### config.mk
export PLATFORM = sky130hd
export DESIGN_NAME = sig_sqrt_est
export DESIGN_NICKNAME = d
export VERILOG_FILES = /design/src/rtl/sqe_pkg.sv /design/src/rtl/sqe_seed.sv /design/src/rtl/sqe_refine.sv /design/src/rtl/sqe_div.sv /design/src/rtl/sig_sqrt_est.sv
export SDC_FILE = /design/constraint.sdc
export NUM_CORES = 1
export LEC_CHECK = 0
export BUFFER_PORTS_ARGS = -buffer_cell sky130_fd_sc_hd__clkbuf_2
export CAP_MARGIN = 20
export CORE_MARGIN = 1
export CORE_UTILIZATION = 68
export CTS_CLUSTER_DIAMETER = 60
export CTS_CLUSTER_SIZE = 12
export DETAILED_ROUTE_END_ITERATION = 7
export PLACE_DENSITY = 0.84
export SLEW_MARGIN = 5
export SYNTH_ARGS = -nofsm -noshare
export SYNTH_HDL_FRONTEND = slang
export SYNTH_SLANG_ARGS = --single-unit
### constraint.sdc
create_clock -name clk -period 12.1 [get_ports clk]
set_input_delay 2.42 -clock clk [delete_from_list [all_inputs] [get_ports clk]]
set_output_delay 2.42 -clock clk [all_outputs]
set_load 0.05 [all_outputs]
### src/rtl/sqe_pkg.sv
package sqe_pkg;
  localparam int SIG_W   = 32;
  localparam int DIV_W   = 2 * SIG_W;
  localparam int IDX_W   = 4;
  localparam int IDX_LSB = SIG_W - 1 - IDX_W;
  localparam int CORR_W  = 12;

  typedef enum logic [2:0] {
    ST_IDLE,
    ST_GO1,
    ST_WAIT1,
    ST_GO2,
    ST_WAIT2
  } sqe_state_e;

  // correction constants for odd exponent parity
  function automatic logic [CORR_W-1:0] corr_odd(input logic [IDX_W-1:0] i);
    case (i)
      4'd0:  return 12'h004;
      4'd1:  return 12'h022;
      4'd2:  return 12'h05D;
      4'd3:  return 12'h0B1;
      4'd4:  return 12'h11D;
      4'd5:  return 12'h19F;
      4'd6:  return 12'h236;
      4'd7:  return 12'h2E0;
      4'd8:  return 12'h39C;
      4'd9:  return 12'h468;
      4'd10: return 12'h545;
      4'd11: return 12'h631;
      4'd12: return 12'h72B;
      4'd13: return 12'h832;
      4'd14: return 12'h946;
      default: return 12'hA67;
    endcase
  endfunction

  // correction constants for even exponent parity
  function automatic logic [CORR_W-1:0] corr_even(input logic [IDX_W-1:0] i);
    case (i)
      4'd0:  return 12'hA2D;
      4'd1:  return 12'h8AF;
      4'd2:  return 12'h75A;
      4'd3:  return 12'h629;
      4'd4:  return 12'h51A;
      4'd5:  return 12'h429;
      4'd6:  return 12'h356;
      4'd7:  return 12'h29E;
      4'd8:  return 12'h200;
      4'd9:  return 12'h179;
      4'd10: return 12'h109;
      4'd11: return 12'h0AF;
      4'd12: return 12'h068;
      4'd13: return 12'h034;
      4'd14: return 12'h012;
      default: return 12'h002;
    endcase
  endfunction
endpackage

### src/rtl/sqe_seed.sv
module sqe_seed
  import sqe_pkg::*;
#(
  parameter int W = SIG_W
) (
  input  logic [W-1:0] sig,
  input  logic         odd,
  output logic [W-1:0] seed
);
  localparam int HI_SHIFT = 17;
  localparam logic [W-1:0] BASE_ODD  = W'(32'h4000);
  localparam logic [W-1:0] BASE_EVEN = W'(32'h8000);

  logic [IDX_W-1:0]  idx;
  logic [CORR_W-1:0] corr;

  always_comb begin
    idx  = sig[IDX_LSB +: IDX_W];
    corr = odd ? corr_odd(idx) : corr_even(idx);
    seed = (odd ? BASE_ODD : BASE_EVEN) + (sig >> HI_SHIFT) - W'(corr);
  end
endmodule

### src/rtl/sqe_refine.sv
module sqe_refine
  import sqe_pkg::*;
#(
  parameter int W = SIG_W
) (
  input  logic         odd,
  input  logic [W-1:0] sig,
  input  logic [W-1:0] seed,
  input  logic [W-1:0] quot,
  output logic [W-1:0] z,
  output logic [W-1:0] sig_next,
  output logic         early,
  output logic [W-1:0] early_root
);
  localparam logic [W-1:0] SAT_LIM = W'(32'h20000);
  localparam logic [W-1:0] SAT_VAL = W'(32'hFFFF8000);

  logic [W-1:0] sum;

  always_comb begin
    sum        = quot + seed;
    early_root = {sig[W-1], sig[W-1:1]};
    if (odd) begin
      z        = (quot << 14) + (seed << 15);
      sig_next = sig >> 1;
      early    = 1'b0;
    end else begin
      z        = (sum >= SAT_LIM) ? SAT_VAL : (sum << 15);
      sig_next = sig;
      early    = (z <= sig);
    end
  end
endmodule

### src/rtl/sqe_div.sv
module sqe_div #(
  parameter int DW = 64,
  parameter int VW = 32
) (
  input  logic          clk,
  input  logic          rst_n,
  input  logic          go,
  input  logic [DW-1:0] dividend,
  input  logic [VW-1:0] divisor,
  output logic [VW-1:0] quotient,
  output logic          fin
);
  localparam int CW = $clog2(DW + 1);

  logic [CW-1:0] cnt_q, cnt_d;
  logic [VW-1:0] rem_q, rem_d;
  logic [DW-1:0] quo_q, quo_d;
  logic [VW-1:0] dvs_q, dvs_d;
  logic          fin_q, fin_d;
  logic          step_en;
  logic [VW:0]   rem_sh;
  logic [VW:0]   diff;
  logic          ge;

  always_comb begin
    step_en = (cnt_q != '0);
    rem_sh  = {rem_q, quo_q[DW-1]};
    diff    = rem_sh - {1'b0, dvs_q};
    ge      = (rem_sh >= {1'b0, dvs_q});
    cnt_d   = cnt_q;
    rem_d   = rem_q;
    quo_d   = quo_q;
    dvs_d   = dvs_q;
    fin_d   = 1'b0;
    if (go) begin
      cnt_d = CW'(DW);
      rem_d = '0;
      quo_d = dividend;
      dvs_d = divisor;
    end else if (step_en) begin
      cnt_d = cnt_q - CW'(1);
      rem_d = ge ? diff[VW-1:0] : rem_sh[VW-1:0];
      quo_d = {quo_q[DW-2:0], ge};
      fin_d = (cnt_q == CW'(1));
    end
  end

  always_ff @(posedge clk or negedge rst_n) begin
    if (!rst_n) begin
      cnt_q <= '0;
      rem_q <= '0;
      quo_q <= '0;
      dvs_q <= '0;
      fin_q <= 1'b0;
    end else begin
      cnt_q <= cnt_d;
      rem_q <= rem_d;
      quo_q <= quo_d;
      dvs_q <= dvs_d;
      fin_q <= fin_d;
    end
  end

  assign quotient = quo_q[VW-1:0];
  assign fin      = fin_q;

  assert_divisor_nonzero_R3: assert property (@(posedge clk) disable iff (!rst_n)
    go |-> (divisor != '0));

  assert_rem_below_divisor_R3: assert property (@(posedge clk) disable iff (!rst_n)
    (cnt_q != '0) |-> (rem_q < dvs_q));
endmodule

### src/rtl/sig_sqrt_est.sv
module sig_sqrt_est
  import sqe_pkg::*;
(
  input  logic             clk,
  input  logic             rst_n,
  input  logic             start,
  input  logic [SIG_W-1:0] sig_in,
  input  logic             exp_odd,
  output logic             busy,
  output logic             done,
  output logic             illegal,
  output logic [SIG_W-1:0] root
);
  // reset: asserted asynchronously, released on a clock edge
  logic [1:0] rst_pipe;
  logic       rst_int_n;

  always_ff @(posedge clk or negedge rst_n) begin
    if (!rst_n) rst_pipe <= 2'b00;
    else        rst_pipe <= {rst_pipe[0], 1'b1};
  end
  assign rst_int_n = rst_pipe[1];

  sqe_state_e       st_q, st_d;
  logic [SIG_W-1:0] a_q, a_d;
  logic             odd_q, odd_d;
  logic [SIG_W-1:0] z_q, z_d;
  logic [SIG_W-1:0] root_q, root_d;
  logic             ill_q, ill_d;
  logic             done_q, done_d;

  logic [SIG_W-1:0] seed;
  logic [SIG_W-1:0] ref_z, ref_a, ref_early_root;
  logic             ref_early;
  logic             div_go, div_fin;
  logic [DIV_W-1:0] div_dividend;
  logic [SIG_W-1:0] div_divisor, div_quot;

  sqe_seed #(.W(SIG_W)) u_seed (
    .sig  (a_q),
    .odd  (odd_q),
    .seed (seed)
  );

  sqe_refine #(.W(SIG_W)) u_refine (
    .odd        (odd_q),
    .sig        (a_q),
    .seed       (seed),
    .quot       (div_quot),
    .z          (ref_z),
    .sig_next   (ref_a),
    .early      (ref_early),
    .early_root (ref_early_root)
  );

  always_comb begin
    div_go       = (st_q == ST_GO1) || (st_q == ST_GO2);
    div_dividend = (st_q == ST_GO1) ? {{(DIV_W-SIG_W){1'b0}}, a_q}
                                    : {1'b0, a_q, {(SIG_W-1){1'b0}}};
    div_divisor  = (st_q == ST_GO1) ? seed : z_q;
  end

  sqe_div #(.DW(DIV_W), .VW(SIG_W)) u_div (
    .clk      (clk),
    .rst_n    (rst_int_n),
    .go       (div_go),
    .dividend (div_dividend),
    .divisor  (div_divisor),
    .quotient (div_quot),
    .fin      (div_fin)
  );

  // next-state logic
  always_comb begin
    st_d   = st_q;
    a_d    = a_q;
    odd_d  = odd_q;
    z_d    = z_q;
    root_d = root_q;
    ill_d  = ill_q;
    done_d = 1'b0;
    case (st_q)
      ST_IDLE: begin
        if (start) begin
          if (sig_in[SIG_W-1]) begin
            a_d   = sig_in;
            odd_d = exp_odd;
            st_d  = ST_GO1;
          end else begin
            root_d = '0;
            ill_d  = 1'b1;
            done_d = 1'b1;
          end
        end
      end
      ST_GO1: st_d = ST_WAIT1;
      ST_WAIT1: begin
        if (div_fin) begin
          z_d = ref_z;
          a_d = ref_a;
          if (ref_early) begin
            root_d = ref_early_root;
            ill_d  = 1'b0;
            done_d = 1'b1;
            st_d   = ST_IDLE;
          end else begin
            st_d = ST_GO2;
          end
        end
      end
      ST_GO2: st_d = ST_WAIT2;
      ST_WAIT2: begin
        if (div_fin) begin
          root_d = div_quot + (z_q >> 1);
          ill_d  = 1'b0;
          done_d = 1'b1;
          st_d   = ST_IDLE;
        end
      end
      default: st_d = ST_IDLE;
    endcase
  end

  // registers
  always_ff @(posedge clk or negedge rst_int_n) begin
    if (!rst_int_n) begin
      st_q   <= ST_IDLE;
      a_q    <= '0;
      odd_q  <= 1'b0;
      z_q    <= '0;
      root_q <= '0;
      ill_q  <= 1'b0;
      done_q <= 1'b0;
    end else begin
      st_q   <= st_d;
      a_q    <= a_d;
      odd_q  <= odd_d;
      z_q    <= z_d;
      root_q <= root_d;
      ill_q  <= ill_d;
      done_q <= done_d;
    end
  end

  assign busy    = (st_q != ST_IDLE);
  assign done    = done_q;
  assign illegal = ill_q;
  assign root    = root_q;

  assert_illegal_zero_root_R1: assert property (@(posedge clk) disable iff (!rst_int_n)
    (done && illegal) |-> (root == '0));

  assert_early_only_even_R5: assert property (@(posedge clk) disable iff (!rst_int_n)
    ((st_q == ST_WAIT1) && div_fin && ref_early) |-> !odd_q);

  assert_fin_while_waiting_R6: assert property (@(posedge clk) disable iff (!rst_int_n)
    div_fin |-> ((st_q == ST_WAIT1) || (st_q == ST_WAIT2)));

  assert_idle_at_done_R7: assert property (@(posedge clk) disable iff (!rst_int_n)
    done |-> !busy);

  assert_root_hold_R8: assert property (@(posedge clk) disable iff (!rst_int_n)
    !done |-> ($stable(root) && $stable(illegal)));
endmodule

Word level (Yosys, flattened, before mapping)

Memory sizes are Yosys's and may differ from the RTL's.
Cells that the tools add are included.

Order comparisons: 3
Muxes and demuxes: 45
Equality and inequality tests: 12
Add/sub/neg operators: 7
Reductions and logical operators: 12

Operators by type and width:

| operator                                              | count |
|---|---|
| two-way mux 32 bit                                    | 15 |
| two-way mux 64 bit                                    | 2 |
| one-hot mux 32 bit (3 select lines)                   | 1 |
| adder 32 bit                                          | 2 |
| one-hot mux 32 bit (2 select lines)                   | 1 |
| two-way mux 63 bit                                    | 1 |
| >= comparator 33 x 32 -> 1 bit                        | 1 |
| adder 32 x 15 -> 32 bit                               | 1 |
| adder 32 x 31 -> 32 bit                               | 1 |
| >= comparator 32 x 18 -> 1 bit, second input constant | 1 |
| less-or-equal comparator 32 bit                       | 1 |
| subtractor 32 x 12 -> 32 bit                          | 1 |
| subtractor 32 bit                                     | 1 |
| two-way mux 16 bit                                    | 1 |
| one-hot mux 3 bit (5 select lines)                    | 1 |
| two-way mux 7 bit                                     | 2 |
| two-way mux 1 bit                                     | 13 |
| two-way mux 12 bit                                    | 1 |
| two-way mux 3 bit                                     | 4 |
| inequality test 2 bit, second input constant          | 5 |
| == test 7 x 1 -> 1 bit, second input constant         | 1 |
| nonzero test 7 bit                                    | 1 |
| subtractor 7 x 1 -> 7 bit, second input constant      | 1 |
| == test 3 x 2 -> 1 bit, second input constant         | 2 |
| 14 further kinds                                      | 18 |

Input port bits: 36
Output and inout bits: 35
Logic and storage cells: 94
Register bits after elaboration: 240
Memories kept: 2
Memory bits (read-only): 384

Memories:

| memory           | depth | width | rd ports | clocked after memory_dff | write ports | RTL line      | text |
|---|---|---|---|---|---|---|---|
| (name not given) | 16    | 12    | 1        | 0                        | 0           | sqe_pkg.sv:18 | `case (i)` |
| (name not given) | 16    | 12    | 1        | 0                        | 0           | sqe_pkg.sv:40 | `case (i)` |

Longest topological paths before layout

Depth in word-level cells: 11
Gate-level depth with buffers: 46
Mapped depth without buffers: 40

By module

A second synthesis with hierarchy kept.

Cells, all modules: 2604
Area, all modules: 21714.6 sq um

By module, submodules not included:

| module       | sequential area each (sq um) | area each (sq um) | times used | cells an instance |
|---|---|---|---|---|
| sqe_div      | 3403.3                       | 8460.6            | 1          | 947 |
| sig_sqrt_est | 2602.5                       | 7148.1            | 1          | 768 |
| sqe_refine   | 0.0                          | 4493.1            | 1          | 663 |
| sqe_seed     | 0.0                          | 1612.8            | 1          | 226 |

Least setup slack after synthesis

No wires, ideal clock.

Path type: flip-flop to flip-flop
Start point: reg a_q[28]
End point: reg root_q[15] (netlist: root[15])
Slack: 2943 ps
Library setup time: 82 ps
Stages on the path, launching flop included: 44
Data arrival time: 9075 ps
Data required time: 12018 ps
Buffers on the path: 6
Period minus slack after synthesis: 9157 ps
Path through: dfrtp_1 > clkbuf_1 > inv_1 > ha_1 > mux4_2 > o21ai_0 > ha_1 > ha_1 > inv_1 > fa_1 > inv_1 > a21o_1 > a211o_1 > a31o_2 > a21o_1 > a2111o_1 > nand2_1 > ha_1 > [8 not listed] > nor4_4 > and3_4 > buf_12 > buf_12 > nand2_1 > ha_1 > a21o_1 > a21o_1 > a221o_1 > a221o_1 > a21oi_1 > o21ai_0 > a21oi_1 > a21o_1 > clkbuf_1 > clkbuf_1 > nor2_1 > a31oi_1

Cells in the longest elaborated chain, start to end: 10
Elaborated cells on any way between the ends: 12
Classes of those cells: 3 x add/sub; 2 x order compare; 1 x eq/ne; 3 x mux; 1 x reduce/logical; 2 x memory

Ends and longest elaborated chain:

| what                                                            | RTL line            | text |
|---|---|---|
| start, declared                                                 | sig_sqrt_est.sv:25  | `logic [SIG_W-1:0] a_q, a_d;` |
| start signal, assigned                                          | sig_sqrt_est.sv:128 | `a_q <= '0;` |
| start signal, assigned                                          | sig_sqrt_est.sv:136 | `a_q <= a_d;` |
| branches (longest 6 deep; another with adder 32 x 15 -> 32 bit) | n/a                 |  |
| less-or-equal comparator 32 bit (*)                             | sqe_refine.sv:30    | `early = (z <= sig);` |
| two-way mux 1 bit (*)                                           | sqe_refine.sv:23    | `if (odd) begin` |
| inequality test 2 bit (no line) (*)                             | n/a                 |  |
| AND reduction 6 bit (no line) (*)                               | n/a                 |  |
| end signal, assigned                                            | sig_sqrt_est.sv:139 | `root_q <= root_d;` |
| end, declared                                                   | sig_sqrt_est.sv:28  | `logic [SIG_W-1:0] root_q, root_d;` |

Every way passes the cells marked *.
A chain may end at the register's enable or synchronous reset.

Final worst setup path

Start point: reg a_q[28]
End point: reg root_q[8] (netlist: root[8])

The elaborated chain is that of the path after synthesis.

==> qor.yml <==
run_status:
  status: "finished, final reports clean"
cells_and_area:
  nNetsFinal: 2286
  area_growth_pct: 7.025
  final_util_pct: 74.82
  drive_above_1_share_pct: 7.853
detailed_routing:
  drt-total-wl_um: 53670
  antenna_left: 0
  vias: 16634
  via_per_inst: 6.854
  first_pass_iters: 6
  first_iter_violations: 2133
  drc: 0
  wl_per_cell_um: 22.11
worst_setup_path:
  crit_top_cell: "ha_1"
  cpMaxStageDelayCell: "a21oi_1"
  start_kind: "register"
  path_class: "register to register"
  cp-end-kind: "register"
  critPathRequiredTime_ns: 12.54
  arrival_ns: 11.76
  critical-path-max-stage-delay_ns: 0.88
  critical_path.max_fanout: 39
global_routing:
  grt_max_degree: 113
  grtUsageTotal_pct: 41.22
  antenna_found_initial: 1
  grt_pass1_vias: 15772
  gr-total-overflow: 0
  grt_first_pass_wirelength_um: 84320
placement:
  portBuffers: 70
  dp_hpwl_um: 38310
  place_congestion: 1.005
timing:
  setup_viol: 0
  period_minus_slack_ns: 11.32
  rsz0062_at_grt: "no"
  max-slew-margin-rel_pct: 27.12
  hold_violations: 0
  worstMarginPinSlew_ns: 1.093
  drv_slew: 0
  period_share_pct: 93.59
  skew_ns: 0.02038
  holdWs_ns: 0.2437
  fmax_ghz: 0.08830
  tns_ns: 0
floorplanning:
  core.rowCount: 57
  die_h_um: 160.8
  core_um2: 24530
  die_w_um: 160.8
  die-area_um2: 25860
  initial_core_util_pct: 69.91
  ios: 71
synth:
  async_flop_share_pct: 100.0
  synth_edf_count: 0
  synth_cell_types: 84
  synth_top_area_share_pct: 32.97
  synth_top_area_cell: "dfrtp_1"
  seq_area_frac_synth_pct: 32.97
  synthesis.area_um2: 17150
  yosys_warnings: 0
  synth_cells: 2094
  synth_seq_cells: 226
  synth-main-ff-cell: "dfrtp_1"
  avgSynthCellArea_um2: 8.191
  synth_fp_nets: 2291
  synth_area_leaders: "dfrtp_1 33%, ha_1 11%, nand2_1 7.5%"
clock_network:
  h-tree-depth: 1
  root_buffer: "clkbuf_16"
  max-clock-path-buffers: 3
  clock_sinks: 226
  insertion_delay_ns: 0.54
  cts_tree: "yes"
  post-cts-setup-buffers: 0
  hold_buffers: 0
  cts_inserted_buffers: 25
  cts_resized: 0
  clkTransAtPathRegs_ns: 0.06
worst_hold_path:
  hold_path_class: "register to async pin"
flow_run:
  drv_cap: 0
## registers in the layout, summed over array words and instances, names as in the netlist
name / flops
u_div.quo_q: 64
a_q: 32
root: 32
u_div.dvs_q: 32
u_div.rem_q: 32
z_q: 18
u_div.cnt_q: 7
st_q: 3
rst_pipe: 2
done: 1
illegal: 1
odd_q: 1
u_div.fin: 1
## path summary, 6_finish.rpt
path | slack (ns) | end | startpoint | depth (start not counted)
max in group asynchronous | 9.04 | z_q[27]$_DFFE_PN0P_ | rst_pipe[1]$_DFF_PN0_ | 3
worst max-delay path | 0.78 | root[8]$_DFFE_PN0P_ | a_q[28]$_DFFE_PN0P_ | 41
worst max register to register | 0.78 | root[8]$_DFFE_PN0P_ | a_q[28]$_DFFE_PN0P_ | 41
worst min register to register | 0.24 | root[19]$_DFFE_PN0P_ | rst_pipe[1]$_DFF_PN0_ | 0
worst min-delay path | 0.24 | root[19]$_DFFE_PN0P_ | rst_pipe[1]$_DFF_PN0_ | 0
min in group clk | 0.35 | rst_pipe[1]$_DFF_PN0_ | rst_pipe[0]$_DFF_PN0_ | 0
## worst max-delay path: cells and delay by family (launching register included)
kind | cells | cell delay, ns
compound gates | 23 | 5.81
simple gates | 11 | 2.26
fa+ha+maj | 5 | 1.66
buf+inv | 2 | 0.73
flops | 1 | 0.69
## logic make-up (layout without fill, tap and decap cells)
logic type | after synthesis | count (layout) | synth area share, %
adder cells (fa/ha/maj) | 161 | 161 | 11.96
AND/OR/NAND/NOR | 693 | 693 | 17.77
AO/OA/AOI/OAI | 689 | 689 | 25.92
other | 1 | 3 | 0.02186
XOR/XNOR | 92 | 92 | 4.778
multiplexers | 26 | 26 | 1.743
buffers and inverters | 206 | 213 | 4.829
flip-flops | 226 | 226 | 32.97
## layer usage
| layer | GRT usage, % | vias up | wire, µm | share of wire, % |
|---|---|---|---|---|
| li1 | - | 7572 | - | - |
| met1 | 51.56 | 7945 | 20390 | 38 |
| met2 | 66.53 | 883 | 24590 | 46 |
| met3 | 8.910 | 232 | 5339 | 9.9 |
| met4 | 22.81 | 2 | 3336 | 6.2 |
| met5 | 0 | - | 11 | 0.020 |
## placed cells by master, fill, tap and decap left out, drive strengths merged, types with 56 or more instances in the layout
cell type  Yosys  final
nand2        344    344
dfrtp        226    226
a21oi        201    201
nor2         163    163
ha           156    156
a31oi        113    113
o21ai        112    112
clkbuf       102    102
inv           85     86
xnor2         56     56
## layout make-up
class / count / area [µm²]
Antenna cell: 2 / 5.005
Clock buffer: 32 / 671.9
Clock inverter: 7 / 70.07
Fill cell: 1832 / 6177
Inverter: 85 / 319.1
Multi-Input combinational cell: 1662 / 10720
Sequential cell: 226 / 5660
Tap cell: 324 / 405.4
Timing Repair Buffer: 89 / 505.5
## cell usage after synthesis (all sizes together), types with 13 or more instances
master	n
o22ai	14
xor2	35
o21a	18
ha	156
inv	85
mux2i	22
a31oi	113
nand3	34
xnor2	56
or3	13
and3	21
nor2	163
nor3	37
dfrtp	226
a211oi	53
buf	19
nand4	15
nand2	344
clkbuf	102
a21oi	201
a221o	37
a21o	48
o21ai	112
## metrics by stage
stage	cell area (µm²)	cells	setup WS, ns
after detailed placement	17600	2385	1.169
after global routing	18350	2425	0.02494
final	18360	2427	0.7755
after global placement	17580	2384	1.571
after floorplan	17150	2094	2.943
after CTS	18340	2424	1.097
Power is not shown: default switching activity piles up to over one toggle a cycle in this logic, so the estimate is an artifact.
